`src/rtl/pci_par_pkg.sv`:
```
package pci_par_pkg;

  localparam int CMD_W = 4;

  // Broadcast command that carries no target response
  localparam logic [CMD_W-1:0] CMD_SPECIAL = 4'b0001;

  // Command bit 0 separates writes (1) from reads (0)
  function automatic logic cmd_is_write(input logic [CMD_W-1:0] cmd);
    return cmd[0];
  endfunction

  function automatic logic cmd_is_special(input logic [CMD_W-1:0] cmd);
    return cmd == CMD_SPECIAL;
  endfunction

endpackage

```
`src/rtl/pci_rst_sync.sv`:
```
module pci_rst_sync #(
  parameter int STAGES = 2
) (
  input  logic clk,
  input  logic rst_n,
  output logic rst_sync_n
);

  logic [STAGES-1:0] shift_q;

  always_ff @(posedge clk or negedge rst_n) begin
    if (!rst_n) shift_q <= '0;
    else        shift_q <= {shift_q[STAGES-2:0], 1'b1};
  end

  assign rst_sync_n = shift_q[STAGES-1];

endmodule

```
`src/rtl/pci_phase_track.sv`:
```
module pci_phase_track
  import pci_par_pkg::*;
(
  input  logic             clk,
  input  logic             rst_n,
  input  logic             frame_n,
  input  logic             irdy_n,
  input  logic             trdy_n,
  input  logic [CMD_W-1:0] cmd_n,
  output logic             addr_ph,
  output logic             data_done,
  output logic             is_write,
  output logic             is_special
);

  logic             frame_q, irdy_q, in_txn_q;
  logic             frame_d, irdy_d, in_txn_d;
  logic [CMD_W-1:0] cmd_q, cmd_d;

  // address phase starts from an idle bus; completion needs both ready
  always_comb begin
    addr_ph   = !frame_n && frame_q && irdy_q;
    data_done = in_txn_q && !irdy_n && !trdy_n;
    frame_d   = frame_n;
    irdy_d    = irdy_n;
    cmd_d     = addr_ph ? cmd_n : cmd_q;
    in_txn_d  = in_txn_q;
    if (addr_ph)                   in_txn_d = 1'b1;
    else if (data_done && frame_n) in_txn_d = 1'b0;
  end

  always_ff @(posedge clk or negedge rst_n) begin
    if (!rst_n) begin
      frame_q  <= 1'b1;
      irdy_q   <= 1'b1;
      in_txn_q <= 1'b0;
      cmd_q    <= '0;
    end else begin
      frame_q  <= frame_d;
      irdy_q   <= irdy_d;
      in_txn_q <= in_txn_d;
      cmd_q    <= cmd_d;
    end
  end

  // direction from the captured command
  assign is_write   = cmd_is_write(cmd_q);
  assign is_special = cmd_is_special(cmd_q);

endmodule

```
`src/rtl/pci_par_gen.sv`:
```
module pci_par_gen #(
  parameter int AD_W = 32,
  parameter int BE_W = 4
) (
  input  logic            clk,
  input  logic            rst_n,
  input  logic            is_master,
  input  logic            addr_ph,
  input  logic            data_done,
  input  logic            is_write,
  input  logic [AD_W-1:0] ad,
  input  logic [BE_W-1:0] cbe_n,
  output logic            par_q,
  output logic            par_oe_q
);

  logic par_calc, load_en, par_d, drive_d;

  always_comb begin
    par_calc = ^{ad, cbe_n};
    load_en  = addr_ph || data_done;
    par_d    = load_en ? par_calc : par_q;
    // master: address and write data; R4 target: read data
    if (is_master) drive_d = addr_ph || (data_done && is_write);
    else           drive_d = data_done && !is_write;
  end

  always_ff @(posedge clk or negedge rst_n) begin
    if (!rst_n) begin
      par_q    <= 1'b0;
      par_oe_q <= 1'b0;
    end else begin
      par_q    <= par_d;
      par_oe_q <= drive_d;
    end
  end

  p_master_addr_par_r3: assert property (@(posedge clk) disable iff (!rst_n)
    (is_master && addr_ph) |=> par_oe_q);

  p_target_write_quiet_r4: assert property (@(posedge clk) disable iff (!rst_n)
    (!is_master && !addr_ph && data_done && is_write) |=> !par_oe_q);

endmodule

```
`src/rtl/pci_par_chk.sv`:
```
module pci_par_chk (
  input  logic clk,
  input  logic rst_n,
  input  logic is_master,
  input  logic addr_ph,
  input  logic data_done,
  input  logic is_write,
  input  logic is_special,
  input  logic par_in,
  input  logic par_exp,
  input  logic perr_resp_en,
  input  logic serr_en,
  output logic perr_act,
  output logic perr_hold,
  output logic serr_act
);

  logic chk_d_q, chk_sc_q, chk_a_q;
  logic rx_phase, mism;
  logic chk_d_d, chk_sc_d, chk_a_d, perr_d, serr_d;

  always_comb begin
    // receiver is the target on writes, the master on reads
    rx_phase = data_done && (is_master ? !is_write : is_write);
    chk_d_d  = rx_phase;
    chk_sc_d = rx_phase && is_special;
    chk_a_d  = addr_ph && !is_master;
    mism     = par_in ^ par_exp;
    perr_d   = chk_d_q && !chk_sc_q && mism && perr_resp_en;
    serr_d   = serr_en && mism && (chk_a_q || chk_sc_q) && !serr_act;
  end

  always_ff @(posedge clk or negedge rst_n) begin
    if (!rst_n) begin
      chk_d_q   <= 1'b0;
      chk_sc_q  <= 1'b0;
      chk_a_q   <= 1'b0;
      perr_act  <= 1'b0;
      perr_hold <= 1'b0;
      serr_act  <= 1'b0;
    end else begin
      chk_d_q   <= chk_d_d;
      chk_sc_q  <= chk_sc_d;
      chk_a_q   <= chk_a_d;
      perr_act  <= perr_d;
      perr_hold <= perr_act;
      serr_act  <= serr_d;
    end
  end

  p_perr_after_phase_r6: assert property (@(posedge clk) disable iff (!rst_n)
    perr_act |-> $past(data_done, 2));

  p_perr_gate_r7: assert property (@(posedge clk) disable iff (!rst_n)
    !perr_resp_en |=> !perr_act);

  p_special_no_perr_r8: assert property (@(posedge clk) disable iff (!rst_n)
    perr_act |-> !$past(is_special, 2));

  p_serr_one_clk_r9: assert property (@(posedge clk) disable iff (!rst_n)
    serr_act |=> !serr_act);

  p_serr_gate_r10: assert property (@(posedge clk) disable iff (!rst_n)
    !serr_en |=> !serr_act);

endmodule

```
`src/rtl/pci_parity_unit.sv`:
```
module pci_parity_unit
  import pci_par_pkg::*;
#(
  parameter int AD_W        = 32,
  parameter int BE_W        = 4,
  parameter int SYNC_STAGES = 2
) (
  input  logic            clk,
  input  logic            rst_n,
  input  logic            is_master,
  input  logic            frame_n,
  input  logic            irdy_n,
  input  logic            trdy_n,
  input  logic [AD_W-1:0] ad,
  input  logic [BE_W-1:0] cbe_n,
  input  logic            par_in,
  input  logic            perr_resp_en,
  input  logic            serr_en,
  output logic            par_out,
  output logic            par_oe,
  output logic            perr_n_out,
  output logic            perr_oe,
  output logic            serr_oe
);

  logic rst_sync_n;
  logic addr_ph, data_done, is_write, is_special;
  logic par_q, par_oe_q;
  logic perr_act, perr_hold, serr_act;

  pci_rst_sync #(.STAGES(SYNC_STAGES)) u_rst (
    .clk        (clk),
    .rst_n      (rst_n),
    .rst_sync_n (rst_sync_n)
  );

  pci_phase_track u_track (
    .clk        (clk),
    .rst_n      (rst_sync_n),
    .frame_n    (frame_n),
    .irdy_n     (irdy_n),
    .trdy_n     (trdy_n),
    .cmd_n      (cbe_n[CMD_W-1:0]),
    .addr_ph    (addr_ph),
    .data_done  (data_done),
    .is_write   (is_write),
    .is_special (is_special)
  );

  pci_par_gen #(.AD_W(AD_W), .BE_W(BE_W)) u_gen (
    .clk       (clk),
    .rst_n     (rst_sync_n),
    .is_master (is_master),
    .addr_ph   (addr_ph),
    .data_done (data_done),
    .is_write  (is_write),
    .ad        (ad),
    .cbe_n     (cbe_n),
    .par_q     (par_q),
    .par_oe_q  (par_oe_q)
  );

  pci_par_chk u_chk (
    .clk          (clk),
    .rst_n        (rst_sync_n),
    .is_master    (is_master),
    .addr_ph      (addr_ph),
    .data_done    (data_done),
    .is_write     (is_write),
    .is_special   (is_special),
    .par_in       (par_in),
    .par_exp      (par_q),
    .perr_resp_en (perr_resp_en),
    .serr_en      (serr_en),
    .perr_act     (perr_act),
    .perr_hold    (perr_hold),
    .serr_act     (serr_act)
  );

  assign par_out    = par_q;
  assign par_oe     = par_oe_q;
  assign perr_n_out = !perr_act;
  assign perr_oe    = perr_act || perr_hold;
  assign serr_oe    = serr_act;

endmodule

```
`config.mk`:
```
export PLATFORM = sky130hd
export DESIGN_NAME = pci_parity_unit
export DESIGN_NICKNAME = d
export VERILOG_FILES = /design/src/rtl/pci_par_pkg.sv /design/src/rtl/pci_rst_sync.sv /design/src/rtl/pci_phase_track.sv /design/src/rtl/pci_par_gen.sv /design/src/rtl/pci_par_chk.sv /design/src/rtl/pci_parity_unit.sv
export SDC_FILE = /design/constraint.sdc
export NUM_CORES = 1
export LEC_CHECK = 0
export ABC_AREA = 1
export BUFFER_PORTS_ARGS = -buffer_cell sky130_fd_sc_hd__buf_2
export CORE_MARGIN = 2
export CORE_UTILIZATION = 52
export DETAILED_ROUTE_END_ITERATION = 12
export GPL_ROUTABILITY_DRIVEN = 0
export MAX_ROUTING_LAYER = met4
export PLACE_DENSITY_LB_ADDON = 0.1
export RECOVER_POWER = 50
export REMOVE_ABC_BUFFERS = 1
export SETUP_SLACK_MARGIN = 0.4
export SLEW_MARGIN = 0
export SYNTH_ARGS = -nofsm -noshare
export SYNTH_HDL_FRONTEND = slang
export SYNTH_SLANG_ARGS = --single-unit
```
`constraint.sdc`:
```
create_clock -name clk -period 1.8 [get_ports clk]
set_clock_uncertainty 0.05 [all_clocks]
set_input_delay 0.27 -clock clk [delete_from_list [all_inputs] [get_ports clk]]
set_output_delay 0.27 -clock clk [all_outputs]
set_load 0.005 [all_outputs]
```
Word level (Yosys, flattened, before mapping). Index checks and enable logic that the tools add are counted. W data, S select, Z words.

Flip-flop bits (word level): 17.

Equality and inequality tests: 1. Muxes and demuxes: 4. Bitwise logic cells: 1. Reductions and logical operators: 30.

Operators with widths (count): $reduce_xor A36 Y1 (1); $logic_and A1 B1 Y1 (16); $logic_not A1 Y1 (8); $eq A4 B1 Y1 const B (1); $logic_or A1 B1 Y1 (4); $mux W1 (4); $reduce_bool A2 Y1 (1); $xor A1 B1 Y1 (1).

Longest topological paths before layout. Gate-level depths: netlist of the first run.

Depth after elaboration: 6. Mapped depth: 14. Depth with buffers taken out: 14.

Modules after synthesis. A second synthesis of the first run with hierarchy kept.

Cell total of the unflattened synthesis: 302. Area total of the unflattened synthesis: 1580.3 µm².

By module, submodules not included: pci_par_gen (instances 1, cells each 235, area an instance 973.4 µm²); pci_phase_track (instances 1, cells each 33, area an instance 294.0 µm²); pci_par_chk (instances 1, cells each 28, area an instance 245.2 µm²); pci_rst_sync (instances 1, cells each 3, area an instance 53.8 µm²); pci_parity_unit (instances 1, cells each 3, area an instance 13.8 µm²).

Least setup slack after synthesis of the first run. OpenSTA, ideal clock, no wires.

Path kind: register to register. From: reg u_track.frame_q. To: reg u_gen.par_oe_q. Library setup time: 0.063 ns. Arrival: 1.148 ns. Required time: 1.687 ns. Slack: 0.539 ns. Cell stages (with the launch flop): 7. Path buffers: 0. Period minus slack after synthesis: 1.261 ns. Cell sequence: dfstp_2 nand2_1 nor2_1 clkinv_1 nand3_1 o21ai_0 inv_1.

Cells in the longest elaborated chain, start to end: 4.

RTL lines: start, declared (line pci_phase_track.sv:16) `logic frame_q, irdy_q, in_txn_q;`; start signal, assigned (line pci_phase_track.sv:39) `frame_q <= frame_d;`; $logic_and A1 B1 Y1 (2 in series) (line pci_phase_track.sv:22) `addr_ph = !frame_n && frame_q && irdy_q;`; $logic_or A1 B1 Y1 (line pci_par_gen.sv:24) `if (is_master) drive_d = addr_ph || (data_done && is_write);`; $mux W1 (line pci_par_gen.sv:24); net u_gen.drive_d (line pci_par_gen.sv:17) `logic par_calc, load_en, par_d, drive_d;`; end signal, assigned (line pci_par_gen.sv:34) `par_oe_q <= drive_d;`; end, declared (line pci_par_gen.sv:14) `output logic par_oe_q`.

The timed path passes the listed nets, and every way through them passes these cells. A chain may end at the register's enable or synchronous reset.

Final worst setup path of the first run.
From: reg u_chk.perr_act. To: out perr_oe.

Cells in the longest elaborated chain, start to end: 1.

RTL lines: start, declared (line pci_par_chk.sv:13) `output logic perr_act,`; start signal, assigned (line pci_par_chk.sv:45) `perr_act <= perr_d;`; $logic_or A1 B1 Y1 (line pci_parity_unit.sv:83) `assign perr_oe = perr_act || perr_hold;`; end, declared (line pci_parity_unit.sv:22) `output logic perr_oe,`.

Every way passes these cells.

==> qor.yml, run 1 <==
finish:
  area_growth_pct: 25.7
  reg_top3: "u_track.cmd_q x4, u_rst.shift_q x2"
  layout.nets: 319
  regArea_sq_um: 428
  layout-drive-gt1-share_pct: 23.1
  final_common_cell: "nand2_1"
  antenna_cells: 0
  layout_common_cells: "113 x nand2_1, 47 x buf_2, 33 x inv_1"
  stdcell_area_sq_mm: 0.00164
  largest_register_ffs: 4
  multi_input_area_sq_um: 739
  layout.filler_cells: 230
  regMostFlops: "u_track.cmd_q"
cts:
  cts_tree: "built"
  clk_latency_ns: 0.28
  cts.sinks: 17
  cts_max_path_buffers: 2
  cts_root_buffer: "clkbuf_4"
  path_clk_slew_ns: 0.09
  numCtsBuffers: 3
  h-tree-depth: 1
sta:
  timing.fmax_ghz: 0.707
  relSlewSlack_pct: 62.0
  hold_viol: 0
  setup_viol: 0
  setup_tns_ns: 0
  finalCriticalPeriod_ns: 1.42
  worst_pin_slew_ns: 0.570
  rsz0062_at_grt: "yes"
  drv_slew: 0
  finalCritPeriodShare_pct: 78.6
pwr:
  vdd_drop_max_uv: 458
  p_total_mw: 0.999
  p_leak_nw: 1.04
  p_per_area_mw_per_mm2: 609
logic_synthesis:
  synth_seq_cells: 17
  synth_area_sq_mm: 0.00131
  yosys.area.top_type_share_pct: 32.5
  syn_inst: 217
  avgSynthCellArea_sq_um: 6.01
  synth_area_leader_cell: "nand2_1"
  synth_seq_area_share_pct: 32.8
  synth_warnings: 0
  ys_types: 20
  synth_area_leaders: "nand2_1 33%, dfrtp_1 29%, inv_1 9.5%, xnor2_1 7.4%, dfstp_2 4.0%"
drt:
  drtIter0Drc: 17
  vias: 1344
  dr.pass1.iters: 4
  route.detailed.drc: 0
  routed_wl_mm: 2.25
  wl_per_cell_um: 7.43
  ant_nets: 0
  vias_per_cell: 4.44
critical_path:
  end_kind: "output port"
  required_ns: 1.48
  worstSetupStartpointType: "flop"
  crit_type: "flop to output port"
  crit_arrival_ns: 1.10
  crit_path_max_fanout: 2
grt:
  grt_use_met2_pct: 31.1
  grt_pass1_wl_mm: 3.75
  gr-max-usage-layer: "met2"
  grt_usage_pct: 17.6
  grt_max_degree: 16
  grt_overflow: 0
  antenna_found_initial: 0
  grt_pass1_vias: 1067
  met1_usage_pct: 19.8
  use_met3_pct: 0.833
placed_design:
  placed_area_sq_mm: 0.00159
  port_buffers: 49
  hpwl_mm: 1.89
floorplanning:
  die_x_um: 54.1
  die_h_um: 54.1
  rows: 18
  die-area_sq_mm: 0.00293
  io-pin-count: 50
  core-area_sq_mm: 0.00243
  start_util_pct: 53.7
run_status:
  status: "finished, final reports clean"
hold_path:
  timing.hold.worst.class: "input pin to flop"
job:
  cap_violations: 0
layer usage:
metal	wire [um]	vias up
li1	-	754
met2	1040	41
met1	1050	545
met3	120	4
met5	0	-
met4	35	0
critical path, cell delays in order, from the launching register on:
cell	delay, ns
dfrtp_1	0.39
or2_2	0.30
buf_2	0.13
timing repair:
| action | 4_1_cts | 5_1_grt |
|---|---|---|
| hold endpoints to repair | 2 | 0 |
| setup buffers | 1 | 1 |
| resized for setup | 1 | 1 |
| hold buffers | 1 | 0 |
| setup endpoints to repair | 4 | 6 |
cell families (layout without fill, tap and decap cells):
family,after synthesis,in the layout,share of synthesized area (%)
buffers and inverters,37,93,10.7
XOR/XNOR,16,16,10.7
AND/OR/NAND/NOR,140,140,43.1
AO/OA/AOI/OAI,6,6,2.30
flip-flops,17,17,32.8
other,1,1,0.287
cells in the mapped netlist, drive strengths merged:
| cell | number |
|---|---|
| a21oi | 1 |
| clkinv | 2 |
| conb | 1 |
| dfrtp | 15 |
| dfstp | 2 |
| inv | 35 |
| nand2 | 116 |
| nand3 | 10 |
| nand3b | 1 |
| nor2 | 8 |
| nor3 | 1 |
| nor4 | 2 |
| nor4b | 1 |
| o21ai | 5 |
| or2 | 1 |
| xnor2 | 11 |
| xor2 | 5 |
layout make-up:
class                   count  area share (%)
multi-input cells         163            45.1
flip-flops and latches     17            26.1
repair buffers             52            16.3
inverters                  37            8.62
well taps                  30            2.29
clock buffers               4            1.60
power by group:
part	switching (mW)	internal [mW]
logic	0.190	0.162
clock network	0.105	0.0861
registers	0.0330	0.424
total	0.328	0.671
stage by stage:
| step | cells | worst slack [ns] | utilization, % | hold WS, ns |
|---|---|---|---|---|
| 3_5_place_dp | 296 | 0.361 | 65.3 | 0.00530 |
| 4_1_cts | 302 | 0.395 | 67.1 | 0.0254 |
| 5_1_grt | 303 | 0.327 | 67.4 | 0.0160 |
| 2_1_floorplan | 217 | 0.539 | - | -0.0756 |
| 6_report | 303 | 0.385 | 67.4 | 0.0389 |
| 3_3_place_gp | 296 | 0.383 | 65.3 | 0.00720 |
final timing paths:
kind	startpoint	endpoint	slack (ns)	cells after the start
setup / recovery	u_chk.perr_act	perr_oe	0.38	2
hold / removal	irdy_n	u_track.irdy_q	0.04	1
setup reg to reg	u_track.frame_q	u_gen.par_oe_q	0.56	6
hold reg to reg	u_rst.shift_q[1]	u_gen.par_q	0.18	0
max in group asynchronous	u_rst.shift_q[1]	u_chk.perr_act	1.14	0
min in group asynchronous	u_rst.shift_q[1]	u_gen.par_q	0.18	0
Power figures use the tool's default switching activity.
==> run 2, diff against run 1 <==
- CORE_UTILIZATION: 52 -> 44
- clock period: 1.8 -> 1.22 ns (I/O delays scaled with it)
==> run 2 against run 1 <==
The flow now finishes with violations (negative setup slack); sequential share of layout area down 3.0 points; hold slack better by 0.049 ns; clock power increased by 53%; register-to-register slack worse by 0.51 ns; first-iteration DRC count is 18% lower; power up 65%; core utilization fell by 0.68 points; wire length rose by 15%; critical path depth is the same; die area grew 17%; highest routed layer unchanged.
==> qor.yml, run 2 (same netlist as run 1, synthesis figures left out) <==
cts:
  clk_latency_ns: 0.28  # about the same
  h-tree-depth: 1  # unchanged
  cts_tree: "built"
  cts_max_path_buffers: 2  # unchanged
  cts_root_buffer: "clkbuf_4"
  numCtsBuffers: 3  # unchanged
  cts.sinks: 17  # unchanged
  path_clk_slew_ns: 0.10  # about the same
job:
  cap_violations: 0  # unchanged
critical_path:
  end_kind: "output port"
  reg2reg_setup_slack_ns: 0.05  # -0.51 ns
  reg2reg_from: "u_track.irdy_q"
  worstRegToRegCells: 6  # unchanged
  worstSetupStartpointType: "flop"
  endpoint: "perr_oe"
  crit_type: "flop to output port"
  crit_arrival_ns: 1.01  # -0.09 ns
  required_ns: 0.99  # -0.49 ns
  worstReg2RegEnd: "u_gen.par_oe_q"
  critPathLaunch: "u_chk.perr_act"
  crit_path_max_fanout: 2  # unchanged
floorplanning:
  die_x_um: 58.5  # +8.1%
  die_h_um: 58.5  # +8.1%
  rows: 19  # +1
  io-pin-count: 50  # unchanged
  core-area_sq_mm: 0.00278  # +14%
  start_util_pct: 46.9  # -6.7 points
  die-area_sq_mm: 0.00342  # +17%
drt:
  wl_per_cell_um: 8.23  # +11%
  ant_nets: 0  # unchanged
  route.detailed.drc: 0  # unchanged
  routed_wl_mm: 2.59  # +15%
  dr.pass1.iters: 4  # unchanged
  vias: 1399  # +4.1%
  vias_per_cell: 4.44  # +0.13%
  drtIter0Drc: 14  # -3
finish:
  layout.filler_cells: 264  # +15%
  regArea_sq_um: 428  # unchanged
  layout_common_cells: "106 x nand2_1, 47 x buf_2, 30 x inv_1"
  final_common_cell: "nand2_1"
  largest_register_ffs: 4  # unchanged
  multi_input_area_sq_um: 852  # +15%
  antenna_cells: 0  # unchanged
  area_growth_pct: 42.3
  layout-drive-gt1-share_pct: 33.1  # +10 points
  layout.nets: 330  # +3.4%
  regMostFlops: "u_track.cmd_q"
  reg_top3: "u_track.cmd_q x4, u_rst.shift_q x2"
hold_path:
  whs_path_depth: 3  # +2
  hold_start: "perr_resp_en"
  timing.hold.worst.class: "input pin to flop"
pwr:
  p_leak_nw: 1.13  # +7.9%
  p_per_area_mw_per_mm2: 889  # +46%
  vdd_drop_max_uv: 934  # +100%
sta:
  finalCritPeriodShare_pct: 102
  relSlewSlack_pct: 48.3  # -14 points
  setup_tns_ns: -0.0250  # -0.0250 ns
  setup_viol: 1  # +1
  drv_slew: 0  # unchanged
  hold_ws_ns: 0.0877  # +0.0488 ns
  finalCriticalPeriod_ns: 1.25
  worst_pin_slew_ns: 0.776  # +0.206 ns
  fin_ws_ns: -0.0250  # -0.410 ns
  timing.fmax_ghz: 0.803
  rsz0062_at_grt: "yes"
  hold_viol: 0  # unchanged
run_status:
  violations: "negative setup slack"
  status: "finished, violations left"
placed_design:
  dp_worst_setup_slack_ns: -0.151  # -0.512 ns
  hpwl_mm: 1.97  # +4.1%
  port_buffers: 49  # unchanged
grt:
  grt_pass1_wl_mm: 4.08  # +9.0%
  antenna_found_initial: 0  # unchanged
  grt_pass1_vias: 1124  # +5.3%
  grt_overflow: 0  # unchanged
  grt_usage_pct: 15.5  # -2.2 points
  grt_max_degree: 16  # unchanged
## run 2: cell count changes in the layout (fill, tap and decap cells not counted), sizes merged
cell,before,now
inv,35,36
clkbuf,6,5
buf,49,57
clkinv,2,3
dlygate4sd3,1,3
## run 2: final cells by class
type	count	share of cell area [%]
repair inverters	1	0.337
clock buffers	3	1.21
inverters	37	7.82
clock inverters	1	0.270
multi-input cells	163	45.9
well taps	31	2.09
repair buffers	62	19.3
flip-flops and latches	17	23.0
## run 2: repair_timing
item                       4_1_cts  5_1_grt
hold endpoints to repair         4        0
buffers inserted                 2        1
gates cloned                     1        0
pin swaps                        9        6
setup endpoints to repair       17       17
hold buffers                     3        0
resized for setup               22       18
## run 2: worst min path at each step
stage	slack, ns	to
after global routing	0.08	u_chk.perr_act
after detailed placement	-0.08	u_rst.shift_q[1]
after CTS	0.06	u_chk.chk_a_q
after floorplan	-0.16	u_rst.shift_q[0]
final	0.09	u_chk.perr_act
after global placement	-0.08	u_rst.shift_q[1]
## run 2: through the flow
stage	instance area [sq um]	instances	util, %	power (mW)
6_report	1860	315	66.8	1.65
5_1_grt	1860	315	66.8	1.79
4_1_cts	1780	314	64.0	1.57
3_5_place_dp	1640	304	59.0	1.22
3_3_place_gp	1640	304	59.0	1.21
2_1_floorplan	1310	217	-	1.02
## run 2: power by group
part / internal, mW / switching (mW) / leakage, nW / total (mW)
combinational: 0.321 / 0.352 / 0.897 / 0.673
clock: 0.122 / 0.171 / 0.0177 / 0.292
sequential: 0.625 / 0.0603 / 0.213 / 0.685
total: 1.07 / 0.583 / 1.13 / 1.65
## run 2: critical path: stages (launching register included)
cell	delay (ns)
dfrtp_1	0.39
or2_4	0.23
buf_6	0.11
## run 2: metal layers
metal	up-vias	wire [um]	track usage (%)
li1	777	-	-
met1	574	1110	18.0
met2	44	1290	27.4
met3	4	148	0.659
met4	0	51	6.98
met5	-	0	-
==> run 3, diff against run 2 <==
- BUFFER_PORTS_ARGS: -buffer_cell sky130_fd_sc_hd__buf_2 -> -buffer_cell sky130_fd_sc_hd__buf_4
- clock period: 1.22 -> 1.1 ns (I/O delays scaled with it)
==> run 3 against run 2 <==
The run still ends with negative setup slack left; largest power group is now combinational cells; register-to-register slack lost 0.07 ns; global-route usage up 0.76 points; sequential share of layout area is 1.8 points lower; power up 14%; cell count stayed put; setup slack got worse by 0.10 ns; highest routed layer unchanged; via count is 1.6% higher; first-iteration DRC count fell by 14%; clock power up 7%; critical path depth stayed put; die area stayed put.
==> qor.yml, run 3 (same netlist as run 1, synthesis figures left out) <==
floorplanning:
  rows: 19  # unchanged
  start_util_pct: 46.9  # unchanged
  die-area_sq_mm: 0.00342  # unchanged
  die_h_um: 58.5  # unchanged
  core-area_sq_mm: 0.00278  # unchanged
  die_x_um: 58.5  # unchanged
  io-pin-count: 50  # unchanged
critical_path:
  required_ns: 0.88  # -0.11 ns
  crit_path_max_fanout: 3  # +1
  end_kind: "output port"
  crit_type: "flop to output port"
  crit_arrival_ns: 1.01  # about the same
  worstSetupStartpointType: "flop"
  worstRegToRegCells: 5  # -1
cts:
  cts_tree: "built"
  clk_latency_ns: 0.28  # about the same
  cts.sinks: 17  # unchanged
  cts_max_path_buffers: 2  # unchanged
  path_clk_slew_ns: 0.08  # -0.02 ns
  cts_root_buffer: "clkbuf_4"
  numCtsBuffers: 3  # unchanged
  h-tree-depth: 1  # unchanged
drt:
  routed_wl_mm: 2.56  # -1.2%
  vias: 1421  # +1.6%
  wl_per_cell_um: 8.13  # -1.2%
  dr.pass1.iters: 4  # unchanged
  route.detailed.drc: 0  # unchanged
  ant_nets: 0  # unchanged
  drtIter0Drc: 12  # -2
  vias_per_cell: 4.51  # +1.6%
sta:
  setup_viol: 4  # +3
  fin_ws_ns: -0.128  # -0.103 ns
  rsz0062_at_grt: "yes"
  drv_slew: 0  # unchanged
  hold_viol: 0  # unchanged
  finalCriticalPeriod_ns: 1.23
  finalCritPeriodShare_pct: 112
  timing.fmax_ghz: 0.815
grt:
  grt_max_degree: 16  # unchanged
  grt_overflow: 0  # unchanged
  grt_usage_pct: 16.2  # +0.76 points
  grt_pass1_wl_mm: 4.34  # +6.3%
  grt_pass1_vias: 1162  # +3.4%
  antenna_found_initial: 0  # unchanged
job:
  cap_violations: 0  # unchanged
finish:
  reg_top3: "u_track.cmd_q x4, u_rst.shift_q x2"
  largest_register_ffs: 4  # unchanged
  layout.filler_cells: 241  # -8.7%
  utilization_pct: 72.3  # +5.5 points
  layout_common_cells: "102 x nand2_1, 49 x buf_4, 23 x inv_1"
  area_growth_pct: 54.1
  antenna_cells: 0  # unchanged
  final_common_cell: "nand2_1"
  layout-drive-gt1-share_pct: 39.1  # +6.0 points
  layout.nets: 330  # unchanged
  regMostFlops: "u_track.cmd_q"
hold_path:
  whs_path_depth: 2  # -1
  timing.hold.worst.class: "input pin to flop"
placed_design:
  port_buffers: 49  # unchanged
  hpwl_mm: 2.02  # +2.8%
pwr:
  p_per_area_mw_per_mm2: 939  # +5.6%
  p_total_mw: 1.89  # +14%
  p_leak_nw: 1.18  # +5.0%
  vdd_drop_max_uv: 996  # +6.6%
run_status:
  violations: "negative setup slack"
  status: "finished, violations left"
run 3: changes by cell type in the layout (fill, tap and decap cells not counted), moves of 3 or more:
cell	change
xnor2_1	-3
nand2_1	-4
inv_2	+7
inv_1	-7
buf_2	-47
buf_4	+42
xnor2_2	+3
buf_6	+5
nand2_2	+4
run 3: repair_timing:
item | 4_1_cts | 5_1_grt
hold buffers | 3 | 0
endpoints found under the hold margin | 4 | 0
setup endpoints to repair | 17 | 17
pin swaps | 7 | 19
gates resized for setup | 23 | 37
setup buffers | 2 | 1
gates cloned | 1 | 0
run 3: layout make-up:
type,instances,area [sq um],area share (%)
clock inverter,1,5.00,0.249
clock buffer,3,22.5,1.12
inverter,37,144,7.16
tap,31,38.8,1.93
sequential,17,428,21.3
timing repair buffer,62,497,24.7
timing repair inverter,1,6.26,0.311
multi-input combinational,163,870,43.2
run 3: report_power, final:
part | internal [mW] | switching, mW | total, mW
combinational | 0.433 | 0.392 | 0.825
clock | 0.135 | 0.176 | 0.311
sequential | 0.694 | 0.0581 | 0.752
run 3: stage by stage:
stage                     setup WS, ns  std cells  hold WS, ns  cell area (sq um)  TNS [ns]
after detailed placement        -0.244        304       -0.103               1760     -1.11
final                           -0.128        315       0.0247               2010    -0.167
after CTS                       -0.145        314      0.00458               1920    -0.441
after global placement          -0.228        304       -0.102               1760    -0.910
after global routing            -0.174        315       0.0129               2010    -0.531
after floorplan                 -0.161        217       -0.181               1310    -0.767
run 3: worst paths after layout:
| check | startpoint | to | slack, ns |
|---|---|---|---|
| worst max-delay path | u_chk.perr_act | perr_oe | -0.13 |
| worst min-delay path | is_master | u_chk.chk_a_q | 0.02 |
| worst max register to register | u_track.irdy_q | u_track.cmd_q[2] | -0.02 |
| worst min register to register | u_rst.shift_q[1] | u_chk.chk_d_q | 0.19 |
| max in group asynchronous | u_rst.shift_q[1] | u_track.irdy_q | 0.51 |
| min in group asynchronous | rst_n | u_rst.shift_q[0] | 0.15 |
run 3: critical path, cell delays in order (launching register included):
cell	delay [ns]
dfrtp_1	0.40
or2_4	0.23
buf_6	0.11
run 3: layer usage:
| layer | GRT usage [%] | routed length [um] | vias to the layer above |
|---|---|---|---|
| met5 | - | 0 | - |
| li1 | - | - | 779 |
| met4 | 4.98 | 24 | 0 |
| met3 | 1.32 | 138 | 2 |
| met2 | 27.3 | 1270 | 43 |
| met1 | 20.8 | 1130 | 597 |
